File: src/rtl/rx_err_fifo_pkg.sv
package rx_err_fifo_pkg;
  localparam int DATA_W = 8;

  typedef struct packed {
    logic              brk;
    logic              frmErr;
    logic              parErr;
    logic [DATA_W-1:0] data;
  } rxEntry_t;

  typedef struct packed {
    logic push;
    logic pop;
    logic clear;
  } fifoStrobe_t;

  function automatic logic entryBad(input rxEntry_t e);
    return e.brk | e.frmErr | e.parErr;
  endfunction
endpackage

File: src/rtl/rx_err_fifo_dp.sv
module rx_err_fifo_dp
  import rx_err_fifo_pkg::*;
#(
  parameter int DEPTH = 128,
  localparam int ADDR_W = $clog2(DEPTH),
  localparam int CNT_W = ADDR_W + 1
) (
  input  logic             clk,
  input  logic             rstN,
  input  fifoStrobe_t      strobe,
  input  rxEntry_t         wrEntry,
  output rxEntry_t         headEntry,
  output logic [CNT_W-1:0] level,
  output logic             full,
  output logic             empty,
  output logic             anyBad
);
  rxEntry_t         mem [DEPTH];
  logic [ADDR_W-1:0] wrPtr, rdPtr;
  logic [CNT_W-1:0]  count, badCount;

  function automatic logic [ADDR_W-1:0] nextPtr(input logic [ADDR_W-1:0] p);
    return (p == ADDR_W'(DEPTH - 1)) ? '0 : p + 1'b1;
  endfunction

  always_ff @(posedge clk) begin
    if (strobe.push) mem[wrPtr] <= wrEntry;
  end

  always_ff @(posedge clk or negedge rstN) begin
    if (!rstN) begin
      wrPtr    <= '0;
      rdPtr    <= '0;
      count    <= '0;
      badCount <= '0;
    end else if (strobe.clear) begin
      wrPtr    <= '0;
      rdPtr    <= '0;
      count    <= '0;
      badCount <= '0;
    end else begin
      if (strobe.push) wrPtr <= nextPtr(wrPtr);
      if (strobe.pop)  rdPtr <= nextPtr(rdPtr);
      case ({strobe.push, strobe.pop})
        2'b10:   count <= count + 1'b1;
        2'b01:   count <= count - 1'b1;
        default: count <= count;
      endcase
      case ({strobe.push && entryBad(wrEntry), strobe.pop && entryBad(headEntry)})
        2'b10:   badCount <= badCount + 1'b1;
        2'b01:   badCount <= badCount - 1'b1;
        default: badCount <= badCount;
      endcase
    end
  end

  assign headEntry = mem[rdPtr];
  assign level     = count;
  assign full      = (count == CNT_W'(DEPTH));
  assign empty     = (count == '0);
  assign anyBad    = (badCount != '0);

  assert_no_overflow_R1: assert property (@(posedge clk) disable iff (!rstN)
    count <= CNT_W'(DEPTH));
  assert_push_grows_R2: assert property (@(posedge clk) disable iff (!rstN)
    (strobe.push && !strobe.pop && !strobe.clear) |=> (count == $past(count) + 1'b1));
  assert_pop_shrinks_R2: assert property (@(posedge clk) disable iff (!rstN)
    (strobe.pop && !strobe.push && !strobe.clear) |=> (count == $past(count) - 1'b1));
  assert_bad_bounded_R5: assert property (@(posedge clk) disable iff (!rstN)
    badCount <= count);
  assert_flush_empties_R8: assert property (@(posedge clk) disable iff (!rstN)
    strobe.clear |=> (count == '0 && badCount == '0));
endmodule

File: src/rtl/rx_err_fifo_ctl.sv
module rx_err_fifo_ctl
  import rx_err_fifo_pkg::*;
#(
  parameter int DEPTH = 128,
  localparam int ADDR_W = $clog2(DEPTH),
  localparam int CNT_W = ADDR_W + 1
) (
  input  logic              clk,
  input  logic              rstN,
  input  logic              rxEnable,
  input  logic              flush,
  input  logic              wrValid,
  input  logic              rdStrobe,
  input  logic              statusRead,
  input  logic [ADDR_W-1:0] trigLevel,
  input  logic [CNT_W-1:0]  level,
  input  logic              full,
  input  logic              empty,
  output fifoStrobe_t       strobe,
  output logic              trigIrq,
  output logic              overrun
);
  logic wrAttempt, lostChar;
  logic [CNT_W-1:0] effThr;

  always_comb begin
    wrAttempt    = wrValid && rxEnable && !flush;
    strobe.clear = flush;
    strobe.pop   = rdStrobe && !empty && !flush;
    strobe.push  = wrAttempt && (!full || strobe.pop);
    lostChar     = wrAttempt && full && !strobe.pop;
  end

  always_ff @(posedge clk or negedge rstN) begin
    if (!rstN)           overrun <= 1'b0;
    else if (lostChar)   overrun <= 1'b1;
    else if (statusRead) overrun <= 1'b0;
  end

  assign effThr  = (trigLevel == '0) ? CNT_W'(1) : {1'b0, trigLevel};
  assign trigIrq = (level >= effThr);

  assert_disabled_no_store_R6: assert property (@(posedge clk) disable iff (!rstN)
    (!rxEnable && !rdStrobe && !flush) |=> (level == $past(level)));
  assert_overrun_sets_R7: assert property (@(posedge clk) disable iff (!rstN)
    (wrValid && rxEnable && !flush && full && !rdStrobe) |=> overrun);
  assert_overrun_clears_R7: assert property (@(posedge clk) disable iff (!rstN)
    (statusRead && !wrValid) |=> !overrun);
  assert_empty_read_R9: assert property (@(posedge clk) disable iff (!rstN)
    (empty && !wrValid) |=> empty);
endmodule

File: src/rtl/rx_err_fifo.sv
module rx_err_fifo
  import rx_err_fifo_pkg::*;
#(
  parameter int DEPTH = 128,
  localparam int ADDR_W = $clog2(DEPTH),
  localparam int CNT_W = ADDR_W + 1
) (
  input  logic              clk,
  input  logic              rstN,
  input  logic              rxEnable,
  input  logic              flush,
  input  logic              wrValid,
  input  logic [DATA_W-1:0] wrData,
  input  logic              wrParErr,
  input  logic              wrFrmErr,
  input  logic              wrBrk,
  input  logic              rdStrobe,
  input  logic              statusRead,
  input  logic [ADDR_W-1:0] trigLevel,
  output logic [DATA_W-1:0] rdData,
  output logic              rdParErr,
  output logic              rdFrmErr,
  output logic              rdBrk,
  output logic [CNT_W-1:0]  fillLevel,
  output logic              trigIrq,
  output logic              dataErr,
  output logic              overrun
);
  fifoStrobe_t strobe;
  rxEntry_t    wrEntry, headEntry;
  logic        full, empty;

  assign wrEntry = '{brk: wrBrk, frmErr: wrFrmErr, parErr: wrParErr, data: wrData};

  rx_err_fifo_ctl #(.DEPTH(DEPTH)) u_ctl (
    .clk(clk), .rstN(rstN), .rxEnable(rxEnable), .flush(flush),
    .wrValid(wrValid), .rdStrobe(rdStrobe), .statusRead(statusRead),
    .trigLevel(trigLevel), .level(fillLevel), .full(full), .empty(empty),
    .strobe(strobe), .trigIrq(trigIrq), .overrun(overrun)
  );

  rx_err_fifo_dp #(.DEPTH(DEPTH)) u_dp (
    .clk(clk), .rstN(rstN), .strobe(strobe), .wrEntry(wrEntry),
    .headEntry(headEntry), .level(fillLevel), .full(full), .empty(empty),
    .anyBad(dataErr)
  );

  assign rdData   = headEntry.data;
  assign rdParErr = headEntry.parErr;
  assign rdFrmErr = headEntry.frmErr;
  assign rdBrk    = headEntry.brk;
endmodule

File: config.mk
export PLATFORM = sky130hd
export DESIGN_NAME = rx_err_fifo
export DESIGN_NICKNAME = d
export VERILOG_FILES = /design/src/rtl/rx_err_fifo_pkg.sv /design/src/rtl/rx_err_fifo_dp.sv /design/src/rtl/rx_err_fifo_ctl.sv /design/src/rtl/rx_err_fifo.sv
export SDC_FILE = /design/constraint.sdc
export NUM_CORES = 1
export LEC_CHECK = 0
export ABC_AREA = 1
export BUFFER_PORTS_ARGS = -buffer_cell sky130_fd_sc_hd__buf_2
export CORE_UTILIZATION = 45
export CTS_CLUSTER_DIAMETER = 80
export CTS_CLUSTER_SIZE = 14
export DETAILED_ROUTE_END_ITERATION = 8
export SYNTH_ARGS = -nofsm -noshare
export SYNTH_HDL_FRONTEND = slang
export SYNTH_SLANG_ARGS = --single-unit
File: constraint.sdc
create_clock -name clk -period 5.3 [get_ports clk]
set_clock_uncertainty 0.1 [all_clocks]
set_input_delay 0.53 -clock clk [delete_from_list [all_inputs] [get_ports clk]]
set_output_delay 0.53 -clock clk [all_outputs]
set_load 0.02 [all_outputs]
## Yosys cells after proc, flatten, opt, wreduce, memory -nomap -nowiden

Memories as Yosys holds them, arrays and structs flattened.
Cells that the tools add are included.

| operators by class | value |
|---|---|
| multiplexer cells | 15 |
| add/sub/neg operators | 6 |
| equality and inequality tests | 7 |
| bitwise operators | 4 |
| reduce and logical (&&, ||, !) cells | 22 |
| magnitude comparators | 1 |

Operator list:

| cell | count |
|---|---|
| 7-bit 2-to-1 mux | 7 |
| 8-bit case mux with 2 select lines | 2 |
| 8-bit by 1-bit adder with 8-bit output (second input constant) | 2 |
| 8-bit 2-to-1 mux | 2 |
| 8-bit by 1-bit subtractor with 8-bit output (second input constant) | 2 |
| 7-bit by 1-bit adder with 7-bit output (second input constant) | 2 |
| 7-bit == test (second input constant) | 2 |
| 1-bit logical AND | 9 |
| 8-bit == test (second input constant) | 1 |
| 8-bit greater-or-equal comparator | 1 |
| 8-bit zero test | 1 |
| 8-bit nonzero test | 1 |
| 7-bit zero test | 1 |
| 2-bit nonzero test | 3 |
| 3-bit nonzero test | 2 |
| 2-bit by 1-bit == test with 1-bit output (second input constant) | 2 |
| 2-bit == test (second input constant) | 2 |
| 1-bit zero test | 4 |
| 1-bit 2-to-1 mux | 4 |
| 1-bit OR | 4 |
| 1-bit logical OR | 1 |

| storage, ports and cells | value |
|---|---|
| bits in writable memories | 1408 |
| register bits after elaboration | 31 |
| memories kept | 1 |
| input bits | 25 |
| logic and storage cells | 61 |

Memories:

| memory | depth | bits a word | read ports | clocked after memory_dff | write ports | line | text |
|---|---|---|---|---|---|---|---|
| u_dp.mem | 128 | 11 | 1 | 0 | 1 | rx_err_fifo_dp.sv:18 | `rxEntry_t mem [DEPTH];` |

## Longest topological paths before layout

Gate-level depths: netlist of the first run.

| depth | value |
|---|---|
| word-level depth | 10 |
| gate-level depth with buffers | 26 |
| mapped depth without buffers | 24 |

## Modules after synthesis

A second synthesis of the first run with hierarchy kept.

| second synthesis, totals | value |
|---|---|
| cells, all modules | 4764 |
| area, all modules | 58294.7 um2 |

By module, submodules not included:

| module | area each (um2) | instances | sequential area each (um2) | cells each |
|---|---|---|---|---|
| rx_err_fifo_dp | 58001.9 | 1 | 43031.3 | 4714 |
| rx_err_fifo_ctl | 292.8 | 1 | 25.0 | 50 |

## Worst setup path before layout of the first run

OpenSTA, ideal clock, no wires.

| timing path | value |
|---|---|
| path kind | reg2reg |
| start point | reg u_dp.count[1] (netlist: u_dp.level[1]) |
| end point | reg u_dp.badCount[6] |
| arrival time | 2956 ps |
| cell stages (with the launch flop) | 24 |
| setup time | 116 ps |
| setup slack | 2128 ps |
| required time | 5084 ps |
| path through | dfrtp_1 inv_1 nand4_1 inv_1 nand2_1 nand2_1 nor2_2 inv_1 nand2_1 nand2_1 inv_2 o31ai_1 nand3_2 inv_1 ha_1 a21oi_1 inv_1 a31oi_1 o21ai_0 a21oi_1 xor2_1 nor2_1 nand2_1 nand2_1 |

| on the way | value |
|---|---|
| word-level cells in the longest chain between the ends | 10 |
| elaborated cells on any way between the ends | 15 |

RTL lines:

| element | line | text |
|---|---|---|
| from (decl) | rx_err_fifo_dp.sv:20 | `logic [CNT_W-1:0] count, badCount;` |
| from (signal assigned) | rx_err_fifo_dp.sv:45 | `2'b10: count <= count + 1'b1;` |
| from (signal assigned) | rx_err_fifo_dp.sv:46 | `2'b01: count <= count - 1'b1;` |
| from (signal assigned) | rx_err_fifo_dp.sv:47 | `default: count <= count;` |
| 8-bit zero test | rx_err_fifo_dp.sv:60 | `assign empty = (count == '0);` |
| 1-bit zero test | rx_err_fifo_ctl.sv:29 | `strobe.pop = rdStrobe && !empty && !flush;` |
| 1-bit logical AND (2 in a row) | rx_err_fifo_ctl.sv:29 |  |
| 1-bit logical OR | rx_err_fifo_ctl.sv:30 | `strobe.push = wrAttempt && (!full \|\| strobe.pop);` |
| 1-bit logical AND | rx_err_fifo_ctl.sv:30 |  |
| 1-bit logical AND | rx_err_fifo_dp.sv:49 | `case ({strobe.push && entryBad(wrEntry), strobe.pop && entryBad(headEntry)})` |
| 2-bit by 1-bit == test with 1-bit output or 2-bit == test (tied branches) | rx_err_fifo_dp.sv:49 |  |
| 8-bit case mux with 2 select lines | rx_err_fifo_dp.sv:49 |  |
| 8-bit 2-to-1 mux | rx_err_fifo_dp.sv:36 | `end else if (strobe.clear) begin` |
| to (signal assigned) | rx_err_fifo_dp.sv:50 | `2'b10: badCount <= badCount + 1'b1;` |
| to (signal assigned) | rx_err_fifo_dp.sv:51 | `2'b01: badCount <= badCount - 1'b1;` |
| to (signal assigned) | rx_err_fifo_dp.sv:52 | `default: badCount <= badCount;` |
| to (decl) | rx_err_fifo_dp.sv:20 |  |

Several ways; a longest one is shown, not always the timed one.
A chain may end at the register's enable or synchronous reset.

## Worst setup path after layout of the first run

| timing path | value |
|---|---|
| start point | reg u_dp.rdPtr[0] |
| end point | out rdData[7] |

| on the way | value |
|---|---|
| word-level cells in the longest chain between the ends | 1 |

RTL lines:

| element | line | text |
|---|---|---|
| from (decl) | rx_err_fifo_dp.sv:19 | `logic [ADDR_W-1:0] wrPtr, rdPtr;` |
| from (signal assigned) | rx_err_fifo_dp.sv:43 | `if (strobe.pop) rdPtr <= nextPtr(rdPtr);` |
| memory 128 x 11 bit | - |  |
| to (decl) | rx_err_fifo.sv:20 | `output logic [DATA_W-1:0] rdData,` |

Every way passes these cells.

==> results.yml, run 1 <==
sta:
  worstMarginPinSlew_ps: 1363
  grt_setup_unrepaired: "no"
  final_min_period_over_clock_period_pct: 96.70
  setup-tns-final_ps: 0
  period_needed_ps: 5125
  hold_fails_final_rpt: 0
  maxSlewViolCount: 0
  timing.slew.headroom_pct: 8.781
  max_clock_freq_mhz: 195.1
  report.final.setup_viol: 0
grt:
  globalRouteTotalUtil_pct: 24.31
  grt.overflow.total: 0
  grt_pass1_vias: 35484
  groute.layer.met1.usage_pct: 35.49
  grt-busiest-layer: "met2"
  grt_use_met2_pct: 37.71
  grt_first_pass_wirelength_um: 237700
  largest_net_degree_at_the_start_of_global_routing: 199
  grt_util_met3_pct: 3.878
  antenna_found_initial: 3
synthesis:
  netlist-cell-type-count: 43
  synthCells: 4596
  synth_edf_count: 1408
  asyncSetResetFlopFracSynth_pct: 2.154
  post_synth_instance_area_sq_um: 57950
  ys_seq_elements: 1439
  synthesis.yosys.warnings: 0
  ys_dominant_reg_cell: "edfxtp_1"
  synth_nets: 4644
  syn-mean-instance-area_sq_um: 12.61
  seq_area_frac_synth_pct: 74.30
worst_setup_path:
  cp_data_arrival_time_ps: 4500
  crit_path_start: "u_dp.rdPtr[0]"
  setup.worst_path.end_class: "output pin"
  timing.reg2reg.setup_slack_ps: 600
  timing.critical_path.fanout_max: 86
  cp-start-kind: "flop"
  criticalPathCategory: "reg2out"
  data_required_time_at_the_worst_endpoint_ps: 4670
  rr_startpoint: "u_dp.rdPtr[0]"
place:
  gp_routability_congestion: 0.8681
  placed_cells: 6204
  dp.final_hpwl_um: 91470
  io_buffers: 46
detailed_routing:
  wl_um: 161200
  initialDrtViolationCount: 4918
  routed_wire_length_per_instance_um: 25.20
  total_via_count_after_detailed_routing: 37654
  ant_nets: 0
  detailedRoute.firstPassIterationCount: 6
  vias_per_cell: 5.889
  drc: 0
finish:
  final_net_count: 4708
  final_cell_count_no_fill: 6394
  filler_instances: 10912
  drive_above_1_share_pct: 8.707
  area_growth_syn_to_layout_pct: 10.57
  antenna_cells: 0
  final_util_pct: 50.18
hold_path:
  min_from: "wrValid"
  worstHoldPathType: "in2reg"
clock_tree:
  cts_root_buffer: "clkbuf_16"
  htree_num_levels: 3
  cts_buffers: 113
  clk-insertion-delay-late_ps: 730
  cts.clk_slew.worst_paths_ps: 70
  post_cts_buffers: 0
  cts_max_path_buffers: 3
  cts.sinks: 1439
  tritoncts_clock_tree: "done"
die:
  floorplan.io_pins: 47
  die-area_sq_um: 130200
  dieWidth_um: 360.9
  rows: 131
  chipHeight_um: 360.9
  fp.coreArea_sq_um: 127700
  initial_utilization_pct: 45.39
flow_run:
  max_cap_violations: 0
pwr:
  max-vdd-ir-drop_mv: 0.5200
  pwrdens_nw_per_um2: 435.2
  total_leakage_power_nw: 21.20
run_status:
  status: "completed"
## metal layers
layer / wire (um) / part of all wire [%]
met1: 69640 / 43
met2: 74100 / 46
met3: 13050 / 8.1
met4: 4356 / 2.7
met5: 15 / 0.0093
## critical path: stages (launching register included)
cell      delay, ps
dfrtp_4         640
inv_16          330
buf_4           450
o21ai_0         150
o22ai_1         140
o21ai_0         160
o221ai_1        580
a31oi_1         460
a22oi_1         520
buf_2           260
## metrics by stage
step	total power, mW	cell area, sq um	hold slack [ps]	setup slack [ps]
after floorplan	17.60	57950	134.4	2128
after global routing	29.09	64080	63.05	16.42
after global placement	20.05	60790	404.6	753.0
after detailed placement	20.10	60790	400.0	739.5
after CTS	27.90	64030	35.43	28.03
final	27.88	64080	67.79	175.0
## power breakdown
group	switching, mW	internal (mW)
logic	5.19	2.10
clock network	3.88	4.04
registers	0.124	12.5
## cell usage after synthesis (3+ instances only)
library cell  count  area (sq um)
nor2_1          799          2999
buf_4            15         112.6
xnor2_1           7         61.31
clkinv_1          4         15.01
ha_1             21         262.8
dfrtp_1          31         775.7
nor4_1            5         31.28
o32ai_1           6         52.55
o22ai_1         269          1683
o221ai_1         51         446.7
o311ai_1          7         61.31
nand2_1         505          1896
buf_1            11         41.29
nand4_1           7         43.79
inv_1            45         168.9
o21ai_0         619          3098
nor3_1            3         15.01
edfxtp_1       1408         42280
clkbuf_1        157         589.3
o21ai_1          22         110.1
nand3_1         388          1942
buf_6             4         45.04
a22oi_1           5         37.54
xor2_1           12         105.1
a31oi_1          12         75.07
buf_2           130         650.6
inv_2             6         22.52
a21oi_1          26         130.1
o211ai_1          3         22.52
## cell families (layout without fill, tap and decap cells)
kind of cell | Yosys count | in the layout | share of synthesized area [%]
and+or+nand+nor | 1714 | 1714 | 12.07
AOI/OAI and AO/OA | 1028 | 1028 | 9.973
adders and majority gates | 23 | 23 | 0.5225
DFF | 1439 | 1439 | 74.30
buffers and inverters | 373 | 509 | 2.848
xor gates and xnor gates | 19 | 19 | 0.2872
## cell type report
class,instances,area (sq um),share of cell area (%)
flip-flops and latches,1439,43070,67.22
multi-input cells,2784,13250,20.68
clock buffers,177,3099,4.837
repair buffers,267,2222,3.468
well taps,1662,2079,3.245
inverters,55,235.2,0.3671
clock inverters,10,117.6,0.1835
## layout by cell type (no fill, tap or decap), drive strengths merged, types with 2 or more instances in the layout
cell / netlist / final
o32ai: 6 / 6
xor2: 12 / 12
clkbuf: 158 / 178
nor4: 5 / 5
nand3: 390 / 390
buf: 160 / 264
o22ai: 269 / 269
ha: 21 / 21
o211ai: 3 / 3
o311ai: 7 / 7
a22oi: 5 / 5
fa: 2 / 2
nand4: 9 / 9
dlygate4sd3: 0 / 2
nor3: 3 / 3
nand2: 506 / 506
inv: 51 / 58
clkinv: 4 / 5
o21a: 2 / 2
o21ai: 641 / 641
dfrtp: 31 / 31
o221ai: 51 / 51
xnor2: 7 / 7
nor2: 800 / 800
a31oi: 12 / 12
a21oi: 26 / 26
edfxtp: 1408 / 1408
## sequential cells by signal (all words and copies together) (netlist names)
signal / count
u_ctl.overrun: 1
u_dp.badCount: 8
u_dp.level: 8
u_dp.mem: 1408
u_dp.rdPtr: 7
u_dp.wrPtr: 7
## path summary, 6_finish.rpt
| path | endpoint | depth (start not counted) |
|---|---|---|
| max | rdData[7] | 9 |
| min | u_ctl.overrun | 3 |
| max reg2reg | u_dp.badCount[6] | 23 |
| min reg2reg | u_dp.badCount[3] | 2 |
| max in group asynchronous | u_dp.rdPtr[1] | 2 |
| min in group asynchronous | u_dp.level[4] | 2 |
## what timing repair did
action / in CTS / in global routing
hold buffers: 2 / 0
hold endpoints to repair: 32 / 0
endpoints found under the setup margin: 0 / 4
gates resized for setup: 0 / 4
Power figures use the tool's default switching activity.
==> run 2, diff against run 1 <==
--- a/config.mk
+++ b/config.mk
@@ -11,6 +11,7 @@
 export CTS_CLUSTER_DIAMETER = 80
 export CTS_CLUSTER_SIZE = 14
 export DETAILED_ROUTE_END_ITERATION = 8
+export SETUP_SLACK_MARGIN = 0.5
 export SYNTH_ARGS = -nofsm -noshare
 export SYNTH_HDL_FRONTEND = slang
 export SYNTH_SLANG_ARGS = --single-unit
==> run 2 against run 1 <==
Net effect:
- clock power barely moved
- core utilization rose by 0.24 points
- non-clock buffer count rose by 9
- final cell count rose by 0.16%
- global-route usage rose by 0.19 points
- worst setup slack improved by 360 ps
- count of clock-buffer cells in the layout did not move
- via count rose by 0.76%
- flip-flop and latch count did not move
- critical path type unchanged
- largest cell class unchanged
==> results.yml, run 2 (synthesis gave the netlist of run 1 again) <==
die:
  chipHeight_um: 360.9
  rows: 131
  floorplan.io_pins: 47
  initial_utilization_pct: 45.39
  fp.coreArea_sq_um: 127700
  dieWidth_um: 360.9
  die-area_sq_um: 130200
worst_setup_path:
  timing.critical_path.fanout_max: 55
  cp-start-kind: "flop"
  crit_path_start: "u_dp.rdPtr[1]"
  cp_data_arrival_time_ps: 4140
  data_required_time_at_the_worst_endpoint_ps: 4670
  criticalPathCategory: "reg2out"
  setup.worst_path.end_class: "output pin"
  rr_startpoint: "u_dp.rdPtr[0]"
sta:
  post-route-worst-setup-slack_ps: 533.0
  period_needed_ps: 4767
  final_min_period_over_clock_period_pct: 89.94
  report.final.setup_viol: 0
  timing.slew.headroom_pct: 10.22
  hold_fails_final_rpt: 0
  grt_setup_unrepaired: "yes"
  max_clock_freq_mhz: 209.8
  timing.hold.ws_ps: 66.94
  setup-tns-final_ps: 0
  maxSlewViolCount: 0
  worstMarginPinSlew_ps: 1342
detailed_routing:
  routed_wire_length_per_instance_um: 25.56
  detailedRoute.firstPassIterationCount: 5
  total_via_count_after_detailed_routing: 37942
  wl_um: 163700
  drc: 0
  ant_nets: 0
  vias_per_cell: 5.925
  initialDrtViolationCount: 4708
grt:
  grt_util_met3_pct: 3.853
  grt.overflow.total: 0
  globalRouteTotalUtil_pct: 24.50
  antenna_found_initial: 3
  largest_net_degree_at_the_start_of_global_routing: 195
  grt-busiest-layer: "met2"
  groute.layer.met1.usage_pct: 35.67
  grt_first_pass_wirelength_um: 239200
  grt_pass1_vias: 35590
  grt_use_met2_pct: 37.99
pwr:
  power.switching_fraction_pct: 33.26
  total_leakage_power_nw: 21.31
  switching_power_mw: 9.376
  power.total_mw: 28.19
  pwrdens_nw_per_um2: 437.9
  max-vdd-ir-drop_mv: 0.4644
  clockPowerShare_pct: 28.1
  power.share.sequential_pct: 44.9
  combPwrFrac_pct: 27.0
  cell_internal_pwr_mw: 18.82
clock_tree:
  tritoncts_clock_tree: "done"
  cts_max_path_buffers: 3
  cts_root_buffer: "clkbuf_16"
  cts.clk_slew.worst_paths_ps: 70
  cts.sinks: 1439
  htree_num_levels: 3
  cts_buffers: 113
  clk-insertion-delay-late_ps: 730
finish:
  largest_register: "u_dp.mem"
  top_library_cells_by_usage_in_the_layout_fill_and_taps_aside: "edfxtp_1 (1408), nor2_1 (797), o21ai_0 (619), nand2_1 (504), nand3_1 (387)"
  layout.cells.most_common: "edfxtp_1"
  drive_above_1_share_pct: 9.405
  antenna_cells: 0
  largest_register_ffs: 1408
  final_net_count: 4718
  area_growth_syn_to_layout_pct: 11.11
hold_path:
  min_from: "wrValid"
  worstHoldPathType: "in2reg"
run_status:
  status: "completed"
flow_run:
  max_cap_violations: 0
place:
  gp_routability_congestion: 0.8681
  io_buffers: 46
  dp.final_hpwl_um: 91470
  dpl_worst_slack_ps: 739.5
-- run 2: cell types whose count changed in the layout (fill, tap and decap cells not counted), moves of 3 or more --
cell	delta
a22oi_1	-4
o221ai_2	+7
buf_6	+4
a31oi_2	+4
buf_16	+3
o221ai_1	-7
buf_12	-3
a31oi_1	-4
a22oi_2	+4
-- run 2: power by group through the flow --
stage	combinational, mW	clock, mW	sequential, mW
4_1_cts	7.35	8.03	12.7
3_3_place_gp	7.15	0	12.9
3_5_place_dp	7.19	0	12.9
2_1_floorplan	4.73	0	12.9
5_1_grt	8.30	8.41	12.7
6_report	7.61	7.93	12.7
-- run 2: timing repair --
item / in CTS / in global routing
resized for setup: 24 / 11
hold buffers: 2 / 0
setup buffers: 0 / 6
hold endpoints to repair: 32 / 0
setup endpoints to repair: 8 / 11
gates cloned: 2 / 3
-- run 2: through the flow --
step | utilization, % | area, sq um | cells
after detailed placement | 47.61 | 60790 | 6204
after floorplan | - | 57950 | 4596
final | 50.43 | 64390 | 6404
after global placement | 47.61 | 60790 | 6204
after CTS | 50.28 | 64200 | 6395
after global routing | 50.43 | 64390 | 6404
-- run 2: path summary, 6_finish.rpt --
| check | end | slack [ps] | depth (start not counted) |
|---|---|---|---|
| worst min-delay path | u_ctl.overrun | 70 | 3 |
| min in group asynchronous | u_dp.level[5] | 350 | 2 |
| max in group asynchronous | u_dp.rdPtr[0] | 4120 | 2 |
| worst min register to register | u_dp.badCount[3] | 420 | 2 |
| worst max register to register | u_dp.badCount[6] | 760 | 24 |
| worst max-delay path | rdData[7] | 530 | 10 |
-- run 2: layer usage --
layer	vias to the layer above	wire length, um
met5	-	16
met4	2	4695
met3	229	14250
met2	1709	75160
met1	18968	69560
li1	17034	-
-- run 2: final cells by class --
cell class / count / area (sq um)
Fill cell: 10871 / 63300
Tap cell: 1662 / 2079
Sequential cell: 1439 / 43070
Clock buffer: 177 / 3099
Multi-Input combinational cell: 2784 / 13380
Timing Repair inverter: 1 / 8.758
Inverter: 55 / 240.2
Timing Repair Buffer: 276 / 2387
Clock inverter: 10 / 117.6
-- run 2: critical path, cell delays in order, from the launching register on --
cell and delay [ps]:
dfrtp_4 630, clkinv_8 240, buf_12 300, buf_4 320, o21ai_0 140, o22ai_1 300, nor2_1 90, o32ai_1 510
o211ai_1 280, a22oi_2 330, buf_2 230
